--- config.mk ---
export PLATFORM = sky130hd
export DESIGN_NAME = counting_sorter
export DESIGN_NICKNAME = d
export VERILOG_FILES = /design/src/rtl/cfs_pkg.sv /design/src/rtl/cfs_onehot_dec.sv /design/src/rtl/cfs_occ_bank.sv /design/src/rtl/cfs_sort_shreg.sv /design/src/rtl/cfs_ctrl.sv /design/src/rtl/counting_sorter.sv
export SDC_FILE = /design/constraint.sdc
export NUM_CORES = 1
export LEC_CHECK = 0
export BUFFER_PORTS_ARGS = -buffer_cell sky130_fd_sc_hd__buf_2
export CAP_MARGIN = 15
export CORE_MARGIN = 4
export CORE_UTILIZATION = 52
export DETAILED_ROUTE_END_ITERATION = 12
export GPL_ROUTABILITY_DRIVEN = 1
export PLACE_DENSITY = 0.69
export SLEW_MARGIN = 25
export SYNTH_ARGS = -nofsm -noshare
export SYNTH_HDL_FRONTEND = slang
export SYNTH_SLANG_ARGS = --single-unit
export TNS_END_PERCENT = 5
--- constraint.sdc ---
create_clock -name clk_i -period 6.45 [get_ports clk_i]
set_input_delay 0.645 -clock clk_i [delete_from_list [all_inputs] [get_ports clk_i]]
set_output_delay 0.645 -clock clk_i [all_outputs]
set_load 0.02 [all_outputs]
--- src/rtl/cfs_pkg.sv ---
package cfs_pkg;
  typedef enum logic [1:0] {PH_IDLE, PH_WRITE, PH_READ, PH_DONE} phase_e;
endpackage

--- src/rtl/cfs_onehot_dec.sv ---
module cfs_onehot_dec #(
  parameter int W = 3,
  localparam int N = 1 << W
) (
  input  logic         en_i,
  input  logic [W-1:0] code_i,
  output logic [N-1:0] hot_o
);
  for (genvar i = 0; i < N; i++) begin : g_line
    assign hot_o[i] = en_i && (code_i == W'(i));
  end
endmodule

--- src/rtl/cfs_occ_bank.sv ---
module cfs_occ_bank #(
  parameter int W  = 3,
  parameter int CW = 10,
  localparam int N = 1 << W
) (
  input  logic          clk_i,
  input  logic          rst_ni,
  input  logic          clear_i,
  input  logic [N-1:0]  inc_hot_i,
  input  logic [N-1:0]  dec_hot_i,
  input  logic [CW-1:0] dec_val_i,
  input  logic [W-1:0]  rd_idx_i,
  output logic [CW-1:0] rd_cnt_o
);
  localparam logic [CW-1:0] CntMax = '1;

  logic [CW-1:0] cnt_q [N];

  for (genvar i = 0; i < N; i++) begin : g_cnt
    always_ff @(posedge clk_i or negedge rst_ni) begin
      if (!rst_ni)                                  cnt_q[i] <= '0;
      else if (clear_i)                             cnt_q[i] <= '0;
      else if (inc_hot_i[i] && cnt_q[i] != CntMax)  cnt_q[i] <= cnt_q[i] + 1'b1; // saturate
      else if (dec_hot_i[i])                        cnt_q[i] <= dec_val_i;       // write-back
    end

    // a full counter never wraps to zero, so no occurrence is lost
    assert_no_overflow_R6: assert property (@(posedge clk_i) disable iff (!rst_ni)
      (cnt_q[i] == CntMax && !clear_i) |=> (cnt_q[i] != '0));
  end

  assign rd_cnt_o = cnt_q[rd_idx_i];
endmodule

--- src/rtl/cfs_sort_shreg.sv ---
module cfs_sort_shreg #(
  parameter int W = 3,
  localparam int N = 1 << W
) (
  input  logic           clk_i,
  input  logic           rst_ni,
  input  logic           clear_i,
  input  logic           shift_i,
  input  logic           desc_i,
  input  logic [W-1:0]   din_i,
  output logic [N*W-1:0] data_o
);
  logic [W-1:0] ent_q [N];

  for (genvar i = 0; i < N; i++) begin : g_ent
    logic [W-1:0] from_lo, from_hi;
    if (i == 0) begin : g_lo_edge
      assign from_lo = din_i;
    end else begin : g_lo_mid
      assign from_lo = ent_q[i-1];
    end
    if (i == N-1) begin : g_hi_edge
      assign from_hi = din_i;
    end else begin : g_hi_mid
      assign from_hi = ent_q[i+1];
    end

    always_ff @(posedge clk_i or negedge rst_ni) begin
      if (!rst_ni)      ent_q[i] <= '0;
      else if (clear_i) ent_q[i] <= '0;
      else if (shift_i) ent_q[i] <= desc_i ? from_lo : from_hi;
    end

    assign data_o[i*W +: W] = ent_q[i];
  end

  assert_asc_entry_R4: assert property (@(posedge clk_i) disable iff (!rst_ni)
    (shift_i && !clear_i && !desc_i) |=> (ent_q[N-1] == $past(din_i)));
  assert_desc_entry_R5: assert property (@(posedge clk_i) disable iff (!rst_ni)
    (shift_i && !clear_i && desc_i) |=> (ent_q[0] == $past(din_i)));
endmodule

--- src/rtl/cfs_ctrl.sv ---
module cfs_ctrl
  import cfs_pkg::*;
#(
  parameter int W = 3,
  localparam int N = 1 << W
) (
  input  logic         clk_i,
  input  logic         rst_ni,
  input  logic         start_i,
  input  logic         desc_i,
  input  logic         adv_i,
  output logic         wr_en_o,
  output logic         rd_en_o,
  output logic         clear_o,
  output logic         done_o,
  output logic         desc_o,
  output logic [W-1:0] idx_o
);
  phase_e       ph_q;
  logic [W-1:0] cnt_q;
  logic         desc_q;
  logic         last;

  assign clear_o = start_i && (ph_q == PH_IDLE || ph_q == PH_DONE);
  assign last    = (cnt_q == W'(N-1));

  always_ff @(posedge clk_i or negedge rst_ni) begin
    if (!rst_ni) begin
      ph_q   <= PH_IDLE;
      cnt_q  <= '0;
      desc_q <= 1'b0;
    end else if (clear_o) begin
      ph_q   <= PH_WRITE;
      cnt_q  <= '0;
      desc_q <= desc_i;
    end else begin
      unique case (ph_q)
        PH_WRITE: begin
          cnt_q <= cnt_q + 1'b1;            // wraps to 0 for the read pass
          if (last) ph_q <= PH_READ;
        end
        PH_READ: if (adv_i) begin
          cnt_q <= cnt_q + 1'b1;
          if (last) ph_q <= PH_DONE;
        end
        default: ;
      endcase
    end
  end

  assign wr_en_o = (ph_q == PH_WRITE);
  assign rd_en_o = (ph_q == PH_READ);
  assign done_o  = (ph_q == PH_DONE);
  assign desc_o  = desc_q;
  assign idx_o   = cnt_q;

  assert_read_follows_write_R3: assert property (@(posedge clk_i) disable iff (!rst_ni)
    $rose(rd_en_o) |-> $past(wr_en_o));
  assert_done_after_read_R7: assert property (@(posedge clk_i) disable iff (!rst_ni)
    $rose(done_o) |-> $past(rd_en_o));
  assert_hold_on_dup_R6: assert property (@(posedge clk_i) disable iff (!rst_ni)
    (rd_en_o && !adv_i && !start_i) |=> (rd_en_o && $stable(idx_o)));
  assert_order_latched_R8: assert property (@(posedge clk_i) disable iff (!rst_ni)
    !clear_o |=> $stable(desc_o));
  assert_done_holds_R9: assert property (@(posedge clk_i) disable iff (!rst_ni)
    (done_o && !start_i) |=> done_o);
endmodule

--- src/rtl/counting_sorter.sv ---
module counting_sorter #(
  parameter int DATA_W = 3,
  parameter int CNT_W  = 10,
  localparam int N     = 1 << DATA_W
) (
  input  logic                clk_i,
  input  logic                rst_ni,
  input  logic                start_i,
  input  logic                descend_i,
  input  logic                in_valid_i,
  input  logic [DATA_W-1:0]   in_data_i,
  output logic                done_o,
  output logic [N*DATA_W-1:0] sorted_o
);
  logic              wr_en, rd_en, clear, desc, adv, emit;
  logic [DATA_W-1:0] idx;
  logic [N-1:0]      wr_hot, rd_hot;
  logic [CNT_W-1:0]  rd_cnt;
  logic [CNT_W:0]    dec_full;
  logic              one_det, borrow, more;

  cfs_ctrl #(.W(DATA_W)) u_ctrl (
    .clk_i, .rst_ni, .start_i, .desc_i(descend_i), .adv_i(adv),
    .wr_en_o(wr_en), .rd_en_o(rd_en), .clear_o(clear), .done_o,
    .desc_o(desc), .idx_o(idx)
  );

  cfs_onehot_dec #(.W(DATA_W)) u_wr_dec (
    .en_i(in_valid_i && wr_en), .code_i(in_data_i), .hot_o(wr_hot)
  );

  cfs_onehot_dec #(.W(DATA_W)) u_rd_dec (
    .en_i(emit), .code_i(idx), .hot_o(rd_hot)
  );

  cfs_occ_bank #(.W(DATA_W), .CW(CNT_W)) u_bank (
    .clk_i, .rst_ni, .clear_i(clear), .inc_hot_i(wr_hot), .dec_hot_i(rd_hot),
    .dec_val_i(dec_full[CNT_W-1:0]), .rd_idx_i(idx), .rd_cnt_o(rd_cnt)
  );

  // one-detector plus decrementor borrow: count > 1 without a magnitude compare
  assign one_det  = (rd_cnt == CNT_W'(1));
  assign dec_full = {1'b0, rd_cnt} - 1'b1;
  assign borrow   = dec_full[CNT_W];
  assign more     = !one_det && !borrow;
  assign emit     = rd_en && (one_det || more);
  assign adv      = !more;

  cfs_sort_shreg #(.W(DATA_W)) u_out (
    .clk_i, .rst_ni, .clear_i(clear), .shift_i(emit), .desc_i(desc),
    .din_i(idx), .data_o(sorted_o)
  );

  assert_no_emit_outside_read_R3: assert property (@(posedge clk_i) disable iff (!rst_ni)
    !rd_en |-> (rd_hot == '0));
  assert_single_emit_R6: assert property (@(posedge clk_i) disable iff (!rst_ni)
    $onehot0(rd_hot));
  assert_clear_drops_done_R2: assert property (@(posedge clk_i) disable iff (!rst_ni)
    clear |=> (!done_o && sorted_o == '0));
endmodule

==> results.yml <==
detailed_routing:
  remaining_drc_errors: 0
  vias: 7102
  wire_per_inst_um: 21.7
  drt_pass1_iterations: 5
  routed_wl_um: 22600
  ant_nets: 0
  viasPerCell: 6.82
  dr.first_iter.drc_count: 860
cts:
  post_cts_buffers: 0
  clockBufferDepth: 2
  cts_tree: "built"
  cts.sinks: 110
  cts_hold_buf: 0
  cts_resized: 0
  insertion_delay_ns: 0.37
  cts_htree_levels: 3
  cts_buffers: 9
  clk_pin_slew_ns: 0.08
  cts_root_buf: "clkbuf_16"
global_route:
  antenna_found_initial: 0
  globalRouteTotalUtil_pct: 27.5
  grt_overflow_total: 0
  grt_pass1_wl_um: 35400
  grt_pass1_vias: 6546
  grt_max_degree: 66
floorplan:
  dieArea_sq_um: 16500
  core-area_sq_um: 14000
  die_x_um: 128
  io_pins: 33
  initial_utilization_pct: 53.6
  fp-row-count: 43
  die_h_um: 128
timing:
  fin_crit_sh_pct: 74.7
  maxSlewViolCount: 0
  fmax_ghz: 0.207
  setup_viol: 0
  slew-limit-headroom_pct: 40.1
  final.setup.tns_ns: 0
  rsz0062_at_grt: "no"
  worstMarginPinSlew_ns: 0.892
  fin_skew_ns: 0.0128
  final_hold_viol_count: 0
  period_minus_slack_ns: 4.82
critical_path:
  endpoint_kind: "register"
  crit_type: "reg -> reg"
  path_max_fanout: 59
  startpoint_type: "register"
  arrival_ns: 5.06
  cp.required_ns: 6.69
final_layout:
  fin_nets: 883
  fill_cells: 1194
  multi_input_area_sq_um: 4480
  seq_area_sq_um: 2750
  drive_above_1_share_pct: 12.8
  num_antenna_cells: 0
  area_growth_pct: 7.56
flow_run:
  max-cap-violations: 0
synthesis:
  synth.top_cell.area_share_pct: 36.6
  seq_area_frac_synth_pct: 36.6
  syn-num-nets: 877
  synth.area.top_cells: "dfrtp_1 37%, o21ai_0 7.3%, mux4_2 6.0%"
  synth_cell_type_count: 56
  synth_edf_count: 0
  ys.flop_type: "dfrtp_1"
  yosysWarnings: 0
  synth_area_sq_um: 7530
  async_reset_ff_share_pct: 100
  synth_area_leader_cell: "dfrtp_1"
  syn_inst: 850
  ys_ff_latch: 110
  avgSynthCellArea_sq_um: 8.86
min_path:
  hold_class: "in -> async"
placement:
  place.gp.congestion: 0.934
  hpwl_um: 15900
  io_buffers: 32
run_status:
  status: "finished, final reports clean"
## logic make-up (layout without fill, tap and decap cells)
group           count (synthesis)  in the layout  share of synthesized area, %
simple gates                  305            305                          20.9
compound gates                277            277                          22.4
flops                         110            110                          36.6
buf+inv                        66             77                          4.10
mux                            61             61                          11.5
fa+ha+maj                      19             19                          3.16
xor+xnor                       12             12                          1.40
## sequential cells by signal (all words and copies together), names as in the netlist
name / count
u_ctrl.desc_o: 1
u_ctrl.idx_o: 3
u_ctrl.ph_q: 2
u_out.g_ent.from_lo: 3
u_bank.cnt_q: 80
u_out.g_ent.from_hi: 21
## routing by layer
| layer | global-route usage [%] | share of wire, % | wire, um | vias up |
|---|---|---|---|---|
| met5 | 0 | 0 | 0 | - |
| met4 | 11.2 | 3.5 | 798 | 0 |
| met3 | 7.14 | 9.4 | 2130 | 70 |
| met2 | 41.3 | 45 | 10200 | 358 |
| met1 | 38.2 | 42 | 9480 | 3463 |
| li1 | - | - | - | 3211 |
## area by class of cell
class | instances | share of cell area [%]
clock buffers | 9 | 2.78
clock inverters | 7 | 0.989
inverters | 11 | 0.510
multi-input cells | 674 | 55.3
flip-flops and latches | 110 | 34.0
well taps | 180 | 2.78
repair buffers | 50 | 3.68
## critical path: stages, from the launching register on
cell     delay [ns]
dfrtp_1        0.75
buf_4          0.37
mux4_2         0.52
mux2i_1        0.59
ha_1           0.30
inv_1          0.11
nor4_4         0.42
a31oi_4        0.12
buf_4          0.32
a31oi_1        0.71
or2_2          0.33
o21ai_0        0.13
## cell usage in the layout (no fill, tap or decap), drive strengths merged, types with 16 or more instances in the layout
cell	instances
a211oi	28
a21oi	70
a31oi	21
and3	31
buf	50
dfrtp	110
ha	19
inv	16
mux2i	38
mux4	20
nand2	43
nand3	32
nor2	93
nor3	24
nor3b	30
o21ai	110
## Yosys cell counts (7+ instances only)
| library cell | n |
|---|---|
| inv_1 | 11 |
| clkbuf_1 | 33 |
| nor2_1 | 93 |
| o21ai_0 | 110 |
| a31oi_1 | 19 |
| a311oi_1 | 7 |
| o31ai_1 | 9 |
| nand2_1 | 43 |
| nor2b_1 | 9 |
| or2_2 | 7 |
| ha_1 | 19 |
| mux4_2 | 20 |
| nor3_1 | 23 |
| nor3b_1 | 30 |
| xnor2_1 | 7 |
| nand3_1 | 32 |
| a211oi_1 | 28 |
| dfrtp_1 | 110 |
| buf_2 | 13 |
| a21oi_1 | 68 |
| mux2i_1 | 38 |
| o211ai_1 | 8 |
| nor4_1 | 8 |
| and3_1 | 31 |
## through the flow
step | instance area (sq um) | worst slack [ns] | hold WS [ns] | utilization [%] | cells
after global placement | 7790 | 1.91 | 0.546 | 55.4 | 1025
final | 8100 | 1.63 | 0.281 | 57.7 | 1041
after floorplan | 7530 | 2.90 | 0.349 | - | 850
after global routing | 8100 | 1.25 | 0.338 | 57.7 | 1041
after detailed placement | 7790 | 1.70 | 0.560 | 55.4 | 1025
after CTS | 8090 | 1.66 | 0.311 | 57.6 | 1041
## path summary, 6_finish.rpt
kind                             startpoint          endpoint  slack [ns]  cells after the start
setup / recovery            u_ctrl.idx_o[0]  u_bank.cnt_q[34]        1.63                     11
hold / removal                       rst_ni  u_bank.cnt_q[67]        0.28                      1
setup reg to reg            u_ctrl.idx_o[0]  u_bank.cnt_q[34]        1.63                     11
hold reg to reg            u_bank.cnt_q[30]  u_bank.cnt_q[30]        0.58                      1
max in group asynchronous            rst_ni  u_bank.cnt_q[18]        4.87                      2
min in group clk_i                descend_i     u_ctrl.desc_o        0.47                      3
Power is not shown: default switching activity piles up to over one toggle a cycle in this logic, so the estimate is an artifact.
